--- src/rtl/ctr_pkg.sv ---
package ctr_pkg;
  typedef enum logic [1:0] {
    OP_HOLD  = 2'd0,
    OP_COUNT = 2'd1,
    OP_LOAD  = 2'd2,
    OP_CLEAR = 2'd3
  } ctr_op_e;
endpackage

--- src/rtl/ctr_mode_sel.sv ---
module ctr_mode_sel
  import ctr_pkg::*;
(
  input  logic    clear_n,
  input  logic    load_n,
  input  logic    enp,
  input  logic    ent,
  output ctr_op_e op
);
  // Priority: clear, then load, then count, else hold.
  always_comb begin
    if (!clear_n)        op = OP_CLEAR;
    else if (!load_n)    op = OP_LOAD;
    else if (enp && ent) op = OP_COUNT;
    else                 op = OP_HOLD;
  end
endmodule

--- src/rtl/ctr_next_state.sv ---
module ctr_next_state
  import ctr_pkg::*;
#(
  parameter int WIDTH = 4
) (
  input  ctr_op_e          op,
  input  logic [WIDTH-1:0] cur,
  input  logic [WIDTH-1:0] din,
  output logic [WIDTH-1:0] nxt
);
  // ones_below[i] is set when every bit under position i is one.
  logic [WIDTH:0]   ones_below;
  logic [WIDTH-1:0] stepped;

  assign ones_below[0] = 1'b1;

  genvar gi;
  generate
    for (gi = 0; gi < WIDTH; gi++) begin : g_bit
      assign ones_below[gi+1] = ones_below[gi] & cur[gi];
      // Toggle-style increment: a bit flips when all lower bits are one.
      assign stepped[gi]      = cur[gi] ^ ones_below[gi];
    end
  endgenerate

  always_comb begin
    unique case (op)
      OP_CLEAR: nxt = '0;
      OP_LOAD:  nxt = din;
      OP_COUNT: nxt = stepped;
      default:  nxt = cur;
    endcase
  end
endmodule

--- src/rtl/ctr_carry_gen.sv ---
module ctr_carry_gen #(
  parameter int WIDTH = 4
) (
  input  logic [WIDTH-1:0] cur,
  input  logic             ent,
  output logic             carry
);
  localparam logic [WIDTH-1:0] TERMINAL = {WIDTH{1'b1}};
  assign carry = ent && (cur == TERMINAL);
endmodule

--- src/rtl/sync_cascade_counter.sv ---
module sync_cascade_counter
  import ctr_pkg::*;
#(
  parameter int WIDTH = 4
) (
  input  logic             clk,
  input  logic             clear_n,
  input  logic             load_n,
  input  logic [WIDTH-1:0] din,
  input  logic             enp,
  input  logic             ent,
  output logic [WIDTH-1:0] count,
  output logic             carry_out
);
  ctr_op_e          op;
  logic [WIDTH-1:0] state_q;
  logic [WIDTH-1:0] state_d;

  ctr_mode_sel u_mode (
    .clear_n (clear_n),
    .load_n  (load_n),
    .enp     (enp),
    .ent     (ent),
    .op      (op)
  );

  ctr_next_state #(.WIDTH(WIDTH)) u_next (
    .op  (op),
    .cur (state_q),
    .din (din),
    .nxt (state_d)
  );

  ctr_carry_gen #(.WIDTH(WIDTH)) u_carry (
    .cur   (state_q),
    .ent   (ent),
    .carry (carry_out)
  );

  always_ff @(posedge clk) begin
    state_q <= state_d;
  end

  assign count = state_q;
endmodule

--- config.mk ---
export PLATFORM = sky130hd
export DESIGN_NAME = sync_cascade_counter
export DESIGN_NICKNAME = d
export VERILOG_FILES = /design/src/rtl/ctr_pkg.sv /design/src/rtl/ctr_mode_sel.sv /design/src/rtl/ctr_next_state.sv /design/src/rtl/ctr_carry_gen.sv /design/src/rtl/sync_cascade_counter.sv
export SDC_FILE = /design/constraint.sdc
export NUM_CORES = 1
export LEC_CHECK = 0
export CAP_MARGIN = 0
export CORE_AREA = 2 2 39 41
export DETAILED_ROUTE_END_ITERATION = 6
export DIE_AREA = 0 0 41 43
export DONT_BUFFER_PORTS = 1
export GPL_TIMING_DRIVEN = 0
export SLEW_MARGIN = 10
export SYNTH_ARGS = -nofsm -noshare
export SYNTH_HDL_FRONTEND = slang
export SYNTH_SLANG_ARGS = --single-unit
--- constraint.sdc ---
create_clock -name clk -period 1.55 [get_ports clk]
set_clock_uncertainty 0.15 [all_clocks]
set_input_delay 0.0775 -clock clk [delete_from_list [all_inputs] [get_ports clk]]
set_output_delay 0.0775 -clock clk [all_outputs]
set_load 0.05 [all_outputs]
==> results.cfg <==
[timing]
fin_crit_sh = 1.11
fmax_mhz = 582
slew_viol_final = 0
worst_slack_ns = -0.169
fin_hold_ws_ns = 0.00346
min_period_ns = 1.72
setup_viol = 4
tightest_slew_ns = 0.586
rsz0062_at_grt = true
finalHoldViolCount = 0
slew_headroom = 0.609

[critical_path]
cp.arrival_ns = 1.49
rrSetupSlack_ns = -0.13
critPathRequiredTime_ns = 1.32
r2r-end = count[3]$_DFFE_PP_
worstSetupPathType = register to output port
r2r_cells = 4
cp_max_fo = 3
r2r_start = count[0]$_DFFE_PP_
cp-end-kind = output port
startpoint_type = register

[clocking]
cts_sinks = 4
clockBufferDepth = 2
cts_tree = built
cts-root-buf = clkbuf_4
cts-buffers-inserted = 3
postCtsSetupBuffers = 0
clkTransAtPathRegs_ns = 0.04
clk_latency_ns = 0.23
htree_num_levels = 1

[drt]
drc = 0
via_per_inst = 4.73
dr.first_iter.drc_count = 7
wl_um = 656
wl_per_cell_um = 13.4
vias = 232
first_pass_iters = 4
ant_nets = 0

[logic_synthesis]
synth_top_flop_cell = edfxtp_1
ys_types = 13
async_reset_ff_frac = 0
synthCells = 23
yosysMostFrequentCell = edfxtp_1
ys.warnings.count = 0
synth_top_family_by_area = simple AND/OR/NAND/NOR gates
synthAdderAreaFrac = 0.0948
synth_compound_area_frac = 0.104
muxShareOfSynthArea = 0
synth-simple-area-share = 0.270
synth_top_area_share = 0.455
synth-seq-cells = 4
synth_xor_area_frac = 0.0332
ys_seq_area_frac = 0.455
syn_area_um2 = 264
syn-mean-instance-area_um2 = 11.5
ys_top_cells_by_area = edfxtp_1, ha_1, a21boi_1
synth_edf_count = 4
synthTopCellsByCount = edfxtp_1, a21boi_1, nand2b_1, nand4_1, ha_1
syn_nets = 34
yosys.area.top_type = edfxtp_1

[floorplan]
ios = 14
die_area_mm2 = 0.00176
core_mm2 = 0.00138
die-width_um = 41
die_h_um = 43
start_util = 0.191
num_rows = 14

[global_route]
antenna_found_initial = 0
grt_usage = 0.0916
grt_pass1_wl_um = 1050
grt_max_degree = 10
grt_pass1_vias = 260
grt_overflow = 0

[final_layout]
syn_to_final_growth_pct = 55.9
layout.nets = 46
largest_reg_flops = 4
n_antenna_cell = 0
fillers = 150
drive_gt1_frac = 0.242

[worst_hold_path]
holdPathEnd = count[1]$_DFFE_PP_
worstHoldPathType = input pin to register
hold_start = clear_n
hold_path_depth = 1

[pwr]
leakagePower_nw = 0.142
power_density_mw_per_mm2 = 857
ir_worst_vdd_mv = 0.200
total_power_uw = 353

[placed_design]
pre_cts_slack_ns = -0.187
routabilityCongestion = 0.683
io_buffers = 0

[flow_run]
max_cap_viol_count = 0

[outcome]
violations = negative setup slack
run_status = finished with violations
[worst max-delay path by stage]
stage / start / end / slack (ns) / cells after the start
final: count[0]$_DFFE_PP_ / carry_out / -0.17 / 2
after global routing: count[0]$_DFFE_PP_ / carry_out / -0.20 / 2
after floorplan: count[0]$_DFFE_PP_ / count[2]$_DFFE_PP_ / -0.1 / 4
after detailed placement: count[0]$_DFFE_PP_ / count[3]$_DFFE_PP_ / -0.19 / 4
after CTS: count[0]$_DFFE_PP_ / carry_out / -0.17 / 2
after global placement: count[0]$_DFFE_PP_ / count[3]$_DFFE_PP_ / -0.16 / 4
[final cells by class]
cell class / instances / area (um2) / area share
Buffer: 1 / 11.3 / 0.0274
Clock buffer: 3 / 22.5 / 0.0547
Multi-Input combinational cell: 18 / 168 / 0.407
Sequential cell: 4 / 120 / 0.292
Tap cell: 16 / 20.0 / 0.0486
Timing Repair Buffer: 7 / 70.1 / 0.170
[worst max-delay path: stages (launching register included)]
cell	delay, ns
edfxtp_1	0.70
ha_4	0.23
and4_4	0.32
[per-stage QoR]
stage	instance area (um2)	cells	utilization	TNS (ns)
2_1_floorplan	280	23	-	-0.198
3_3_place_gp	300	39	0.217	-0.412
3_5_place_dp	300	39	0.217	-0.503
4_1_cts	412	49	0.297	-0.419
5_1_grt	412	49	0.297	-0.576
6_report	412	49	0.297	-0.423
[where the power goes]
| part | internal [mW] | leakage, nW | switching [mW] | total (mW) |
|---|---|---|---|---|
| registers | 0.131 | 0.0448 | 0.0419 | 0.172 |
| clock network | 0.0866 | 0.0138 | 0.0420 | 0.129 |
| logic | 0.0326 | 0.0836 | 0.0192 | 0.0518 |
[logic make-up after synthesis]
| logic type | count (synthesis) |
|---|---|
| DFF | 4 |
| adders and majority gates | 2 |
| buffers and inverters | 1 |
| AOI/OAI and AO/OA | 4 |
| and+or+nand+nor | 11 |
| xor gates and xnor gates | 1 |
[routing by layer]
metal / vias up / routed length (um) / GRT usage / share of wire
li1: 113 / - / - / -
met1: 101 / 205 / 0.0877 / 0.31
met2: 15 / 377 / 0.159 / 0.57
met3: 3 / 51 / 0.00524 / 0.078
met4: 0 / 21 / 0.0800 / 0.032
met5: - / 0 / 0 / 0
[cell usage in the layout, fill, tap and decap left out, drive strengths merged]
cell type and count:
nand4b 1, nand3b 1, nand3 1, xnor2 1, edfxtp 4, nand2b 3, ha 2, o21ai 1
nand2 1, buf 1, dlygate4sd3 7, clkbuf 3, a21boi 3, nand4 3, and4 1
[what timing repair did]
action / in CTS / in global routing
pin swaps: 3 / 0
endpoints found under the hold margin: 4 / 0
setup endpoints to repair: 4 / 4
gates resized for setup: 3 / 0
hold buffers: 7 / 0
Power figures use the tool's default switching activity.
